--- config.mk ---
export PLATFORM = sky130hd
export DESIGN_NAME = pp_phase_ctrl
export DESIGN_NICKNAME = d
export VERILOG_FILES = /design/src/rtl/pp_pkg.sv /design/src/rtl/pp_cmd_dec.sv /design/src/rtl/pp_phase_reg.sv /design/src/rtl/pp_adc_warm.sv /design/src/rtl/pp_phase_ctrl.sv
export SDC_FILE = /design/constraint.sdc
export NUM_CORES = 1
export LEC_CHECK = 0
export CORE_AREA = 2 2 39 41
export DETAILED_ROUTE_END_ITERATION = 10
export DIE_AREA = 0 0 41 43
export PLACE_DENSITY = 0.67
export SETUP_SLACK_MARGIN = 0.02
export SLEW_MARGIN = 5
export SYNTH_ARGS = -nofsm -noshare
export SYNTH_HDL_FRONTEND = slang
export SYNTH_HIERARCHICAL = 1
export SYNTH_SLANG_ARGS = --single-unit
--- constraint.sdc ---
create_clock -name clk -period 3.95 [get_ports clk]
set_input_delay 0.395 -clock clk [delete_from_list [all_inputs] [get_ports clk]]
set_output_delay 0.395 -clock clk [all_outputs]
set_load 0.005 [all_outputs]
--- src/rtl/pp_pkg.sv ---
package pp_pkg;

    typedef enum logic [1:0] {
        PH_SAMPLE = 2'd0,
        PH_IDLE   = 2'd1,
        PH_READ   = 2'd2,
        PH_SLEEP  = 2'd3
    } phase_e;

    localparam int CODE_SAMPLE = 1;
    localparam int CODE_IDLE   = 2;
    localparam int CODE_READ   = 3;
    localparam int CODE_SLEEP  = 4;

    typedef struct packed {
        logic pre;
        logic shp;
        logic bias;
        logic dsp;
        logic mem;
        logic cfg_on;
        logic cfg_ret;
        logic link;
    } dom_t;

    // Domain pattern of a phase; retention follows the logic domain.
    function automatic dom_t dom_for(input phase_e p);
        dom_t d;
        d.pre     = (p == PH_SAMPLE);
        d.shp     = (p == PH_SAMPLE);
        d.bias    = (p == PH_SAMPLE);
        d.dsp     = (p != PH_SLEEP);
        d.mem     = (p != PH_SLEEP);
        d.cfg_on  = d.dsp;
        d.cfg_ret = !d.dsp;
        d.link    = 1'b1;
        return d;
    endfunction

endpackage

--- src/rtl/pp_cmd_dec.sv ---
module pp_cmd_dec
    import pp_pkg::*;
#(
    parameter int CMD_W = 4
) (
    input  logic             cmd_stb,
    input  logic [CMD_W-1:0] cmd_code,
    output logic             hit,
    output phase_e           ph_next
);
    always_comb begin
        hit     = 1'b0;
        ph_next = PH_SLEEP;
        if (cmd_stb) begin
            if (cmd_code == CMD_W'(CODE_SAMPLE)) begin
                hit = 1'b1; ph_next = PH_SAMPLE;
            end else if (cmd_code == CMD_W'(CODE_IDLE)) begin
                hit = 1'b1; ph_next = PH_IDLE;
            end else if (cmd_code == CMD_W'(CODE_READ)) begin
                hit = 1'b1; ph_next = PH_READ;
            end else if (cmd_code == CMD_W'(CODE_SLEEP)) begin
                hit = 1'b1; ph_next = PH_SLEEP;
            end
        end
    end
endmodule

--- src/rtl/pp_phase_reg.sv ---
module pp_phase_reg
    import pp_pkg::*;
(
    input  logic   clk,
    input  logic   rst,
    input  logic   hit,
    input  phase_e ph_next,
    output phase_e phase
);
    always_ff @(posedge clk) begin
        if (rst)
            phase <= PH_SLEEP;
        else if (hit)
            phase <= ph_next;
    end
endmodule

--- src/rtl/pp_adc_warm.sv ---
module pp_adc_warm #(
    parameter int WARM = 8
) (
    input  logic clk,
    input  logic rst,
    input  logic bias_en,
    output logic clk_en
);
    localparam int CNT_W = $clog2(WARM + 1);
    localparam logic [CNT_W-1:0] LAST = CNT_W'(WARM - 1);

    logic [CNT_W-1:0] cnt;
    logic             run_q;

    always_ff @(posedge clk) begin
        if (rst || !bias_en) begin
            cnt   <= '0;
            run_q <= 1'b0;
        end else if (cnt == LAST) begin
            run_q <= 1'b1;
        end else begin
            cnt <= cnt + 1'b1;
        end
    end

    // Gate with the live bias so the clock stops in the same cycle.
    assign clk_en = run_q & bias_en;
endmodule

--- src/rtl/pp_phase_ctrl.sv ---
module pp_phase_ctrl
    import pp_pkg::*;
#(
    parameter int CMD_W = 4,
    parameter int WARM  = 8
) (
    input  logic             clk,
    input  logic             rst,
    input  logic             cmd_stb,
    input  logic [CMD_W-1:0] cmd_code,
    output logic             pre_en,
    output logic             shp_en,
    output logic             adc_bias_en,
    output logic             adc_clk_en,
    output logic             dsp_en,
    output logic             mem_en,
    output logic             cfg_on,
    output logic             cfg_ret,
    output logic             link_en,
    output logic [1:0]       phase
);
    logic   hit;
    phase_e ph_next;
    phase_e ph_q;
    dom_t   dom;

    pp_cmd_dec #(.CMD_W(CMD_W)) u_dec (
        .cmd_stb (cmd_stb),
        .cmd_code(cmd_code),
        .hit     (hit),
        .ph_next (ph_next)
    );

    pp_phase_reg u_reg (
        .clk    (clk),
        .rst    (rst),
        .hit    (hit),
        .ph_next(ph_next),
        .phase  (ph_q)
    );

    assign dom = dom_for(ph_q);

    pp_adc_warm #(.WARM(WARM)) u_warm (
        .clk    (clk),
        .rst    (rst),
        .bias_en(dom.bias),
        .clk_en (adc_clk_en)
    );

    assign pre_en      = dom.pre;
    assign shp_en      = dom.shp;
    assign adc_bias_en = dom.bias;
    assign dsp_en      = dom.dsp;
    assign mem_en      = dom.mem;
    assign cfg_on      = dom.cfg_on;
    assign cfg_ret     = dom.cfg_ret;
    assign link_en     = dom.link;
    assign phase       = ph_q;
endmodule

After elaboration in Yosys (flattened, before gate mapping). Cells that the tools add are included.

Add/subtract/negate cells: 1. Equal/unequal tests: 6. Multiplexer cells: 9. Bitwise operators: 1. Reduce and logical (&&, ||, !) cells: 4.

Operators by type and width (number): $eq A4 B2 Y1 const B (2); $eq A4 B3 Y1 const B (2); $mux W1 (6); $mux W2 (3); $add A4 B1 Y4 const B (1); $eq A4 B1 Y1 const B (1); $logic_not A1 Y1 (2); $logic_not A2 Y1 (1); $ne A2 B2 Y1 const B (1); $and A1 B1 Y1 (1); $logic_or A1 B1 Y1 (1).

Flip-flop bits (word level): 7. Input port bits: 7. Output and inout bits: 11. Logic and storage cells: 24.

Longest topological paths before layout.
Depth after elaboration: 6. Mapped depth: 4. Mapped depth without buffers: 4.

By module. The synthesis kept the hierarchy.

By module, submodules not included: pp_adc_warm (instances 1, cells each 23, area each 245.2 µm², seq. area each 100.1 µm²); pp_phase_reg (instances 1, cells each 6, area each 70.1 µm², seq. area each 40.0 µm²); pp_phase_ctrl (instances 1, cells each 9, area each 55.1 µm², seq. area each 0.0 µm²); pp_cmd_dec (instances 1, cells each 7, area each 46.3 µm², seq. area each 0.0 µm²).

Worst setup path before layout. OpenSTA, ideal clock, no wires.

Path kind: register to register. Start point: reg u_reg.phase[1]. End point: reg u_warm.cnt[3]. Library setup time: 0.072 ns. Arrival: 1.275 ns. Required time: 3.878 ns. Path slack: 2.604 ns. Stages on the path, launching flop included: 4. Buffers on the path: 0. Period minus slack after synthesis: 1.346 ns. Cell sequence: dfxtp_1 -> nor2_1 -> or4b_1 -> mux2i_1.

Cells in the longest elaborated chain, start to end: 3.

RTL lines: from (decl) (line pp_phase_reg.sv:8) `output phase_e phase`; from (signal assigned) (line pp_phase_reg.sv:14) `phase <= ph_next;`; $logic_not A2 Y1 (line pp_pkg.sv:31) `d.bias = (p == PH_SAMPLE);`; named net adc_bias_en (line pp_phase_ctrl.sv:13) `output logic adc_bias_en,`; $logic_not A1 Y1 (line pp_adc_warm.sv:16) `if (rst || !bias_en) begin`; $logic_or A1 B1 Y1 (line pp_adc_warm.sv:16); to (signal assigned) (line pp_adc_warm.sv:22) `cnt <= cnt + 1'b1;`; to (decl) (line pp_adc_warm.sv:12) `logic [CNT_W-1:0] cnt;`.

The timed path passes the listed nets, and every way through them passes these cells. A chain may end at the register's enable or synchronous reset.

Worst setup path in the final report.
Start point: reg u_reg.phase[1]. End point: out adc_clk_en.

Cells in the longest elaborated chain, start to end: 2.

RTL lines: $logic_not A2 Y1 (line pp_pkg.sv:31); $and A1 B1 Y1 (line pp_adc_warm.sv:27) `assign clk_en = run_q & bias_en;`; to (decl) (line pp_phase_ctrl.sv:14) `output logic adc_clk_en,`.

Every way passes these cells.

==> results.py <==
metrics = {
    "status": {
        "outcome": "finished, final reports clean",
    },
    "floorplanning": {
        "die_area_mm2": 0.001763,
        "die_w_um": 41,
        "chipHeight_um": 43,
        "io_pins": 18,
        "core-area_mm2": 0.001384,
        "start_util_pct": 30.11,
        "rows": 14,
    },
    "power": {
        "p_seq_share_pct": 44.6,
        "ir_drop_mv": 0.1532,
        "leakage_nw": 0.2177,
        "combinationalPowerShare_pct": 16.7,
        "switchingPower_mw": 0.03508,
        "powerDensity_mw_per_mm2": 280.6,
        "total_power_mw": 0.1643,
        "p_clk_share_pct": 38.7,
        "p_int_mw": 0.1292,
        "switching_share_pct": 21.35,
    },
    "critical_path": {
        "end_kind": "output pin",
        "start_kind": "flop",
        "critPathKind": "reg2out",
        "path_max_fanout": 11,
        "worst_path_largest_cell_delay_ns": 0.49,
        "arrival_ns": 1.75,
        "slowest_stage": "clkdlybuf4s50_1",
        "critical_path_required_ns": 3.56,
        "cp.depth": 3,
        "crit_family": "simple AND/OR/NAND/NOR gates",
        "path_cells": "nor2_1 -> and2_2 -> clkdlybuf4s50_1",
        "r2r_cells": 3,
        "critPathBufInv": 1,
    },
    "route": {
        "drtPass1Iterations": 3,
        "wl_um": 684,
        "post_drt_wl_per_cell_um": 9.000,
        "drc": 0,
        "drtAntennaViolNets": 0,
        "drt_iter0_markers": 4,
        "vias": 350,
        "drt-vias-per-instance": 4.605,
    },
    "sta": {
        "finalSetupTns_ns": 0,
        "rsz0062_at_grt": "no",
        "clock_skew_ns": 0.003190,
        "fin_crit_ns": 2.148,
        "relSlewSlack_pct": 62.58,
        "max_clock_freq_mhz": 465.6,
        "tightest_slew_ns": 0.5593,
        "holdWs_ns": 0.4719,
        "setup_slack_ns": 1.802,
        "hold_viol": 0,
        "setup-violations-final": 0,
        "min_period_over_period_pct": 54.37,
        "slew_violations": 0,
    },
    "hold_path": {
        "holdCritPathClass": "reg2reg",
        "hold_path_depth": 1,
    },
    "clock_network": {
        "cts_tree": "done",
        "root_buffer": "clkbuf_4",
        "clkTransAtPathRegs_ns": 0.05,
        "cts_sinks": 7,
        "ctsResizeCount": 0,
        "htree_levels": 1,
        "post_cts_buffers": 0,
        "clockBufferDepth": 2,
        "insertion_delay_ns": 0.25,
        "numCtsBuffers": 3,
        "cts-hold-fix-buffers": 0,
    },
    "final_layout": {
        "n_antenna_cell": 0,
        "stdcell_count": 76,
        "area_delta_synth_final_pct": 40.54,
        "design_area_um2": 585.6,
        "layout-drive-gt1-share_pct": 10.00,
        "nets": 69,
        "fin_util_pct": 42.31,
    },
    "logic_synthesis": {
        "synthArstFlopShare_pct": 0,
        "synth_nets": 53,
        "synth.distinct_cells": 24,
        "synthFlopType": "dfxtp_1",
        "ys_ff_latch": 7,
        "synth_edf_count": 0,
        "ys_seq_area_share_pct": 33.63,
        "avgSynthCellArea_um2": 9.259,
        "synthesis.area_um2": 416.7,
        "syn_inst": 45,
        "ys_warn_count": 6,
    },
    "placement": {
        "dp.cells": 72,
        "post_dp_cell_area_um2": 559.3,
        "hpwl_um": 527.1,
        "place_ws_ns": 2.037,
        "routabilityCongestion": 0.6402,
        "port_buffers": 16,
    },
    "grt": {
        "grt_first_pass_wirelength_mm": 1.124,
        "gr-usage-met3_pct": 4.712,
        "met1_usage_pct": 12.22,
        "antenna_found_initial": 0,
        "grtUsageMet2_pct": 11.88,
        "overflow": 0,
        "grt_use_total_pct": 9.739,
        "grt_max_degree": 12,
        "grt_pass1_vias": 296,
        "grt-busiest-layer": "met1",
    },
    "run": {
        "drv_cap": 0,
    },
}
-- flip-flops by register name (all words and copies together), names as in the netlist --
signal / cells
u_warm/cnt: 4
u_reg/phase: 2
u_warm/run_q: 1
-- cells by family (layout without fill, tap and decap cells) --
kind of cell | after synthesis | after routing | synth area share [%]
buf+inv | 5 | 20 | 9.010
compound gates | 4 | 4 | 7.808
flops | 7 | 7 | 33.63
fa+ha+maj | 1 | 1 | 3.003
simple gates | 23 | 23 | 36.34
xor+xnor | 1 | 1 | 2.102
mux | 3 | 3 | 7.207
other cells | 1 | 1 | 0.9000
-- cells in the final DEF, fill, tap and decap left out, types with 2 or more instances in the layout --
| cell | count |
|---|---|
| clkdlybuf4s50_1 | 16 |
| dfxtp_1 | 7 |
| nand3b_1 | 4 |
| nand2_1 | 3 |
| clkbuf_4 | 3 |
| mux2i_1 | 3 |
| nor2_1 | 2 |
| nor3_1 | 2 |
| nor2b_1 | 2 |
| a211o_1 | 2 |
-- power by group through the flow --
| stage | logic [mW] | clock network (mW) | registers [mW] |
|---|---|---|---|
| floorplan | 0.0120 | 0 | 0.0746 |
| global placement | 0.0280 | 0 | 0.0745 |
| detailed placement | 0.0276 | 0 | 0.0747 |
| CTS | 0.0277 | 0.0673 | 0.0732 |
| global route | 0.0300 | 0.0707 | 0.0733 |
| finish | 0.0274 | 0.0636 | 0.0733 |
-- cell type report --
type / count / area (µm²)
Fill cell: 136 / 798.3
Multi-Input combinational cell: 33 / 239.0
Tap cell: 16 / 20.02
Timing Repair Buffer: 16 / 160.2
Sequential cell: 7 / 140.1
Clock buffer: 4 / 26.28
-- worst register-to-register path, stage by stage, from the launching register on --
cell and delay (ns):
dfxtp_1 0.33, nor2_1 0.46, or4b_1 0.49, mux2i_1 0.13
-- Yosys cell counts (all sizes together), types with 2 or more instances --
cell type  n  share of area (%)
dfxtp      7                 34
buf        5                9.0
nand3b     4                7.2
mux2i      3                7.2
nand2      3                2.7
a211o      2                4.2
and2       2                3.3
nor2       2                1.8
nor2b      2                3.0
nor3       2                2.4
-- metal layers --
metal  wire length [µm]  up-vias
met4                 13        0
met1                317      153
li1                   -      183
met5                  0        -
met2                299       12
met3                 53        2
-- final timing paths --
kind	startpoint	to	slack, ns
worst min register to register	u_warm/run_q	u_warm/run_q	0.47
worst min-delay path	u_warm/run_q	u_warm/run_q	0.47
worst max-delay path	u_reg/phase[1]	adc_clk_en	1.80
worst max register to register	u_reg/phase[1]	u_warm/cnt[3]	2.48
Power figures use the tool's default switching activity.
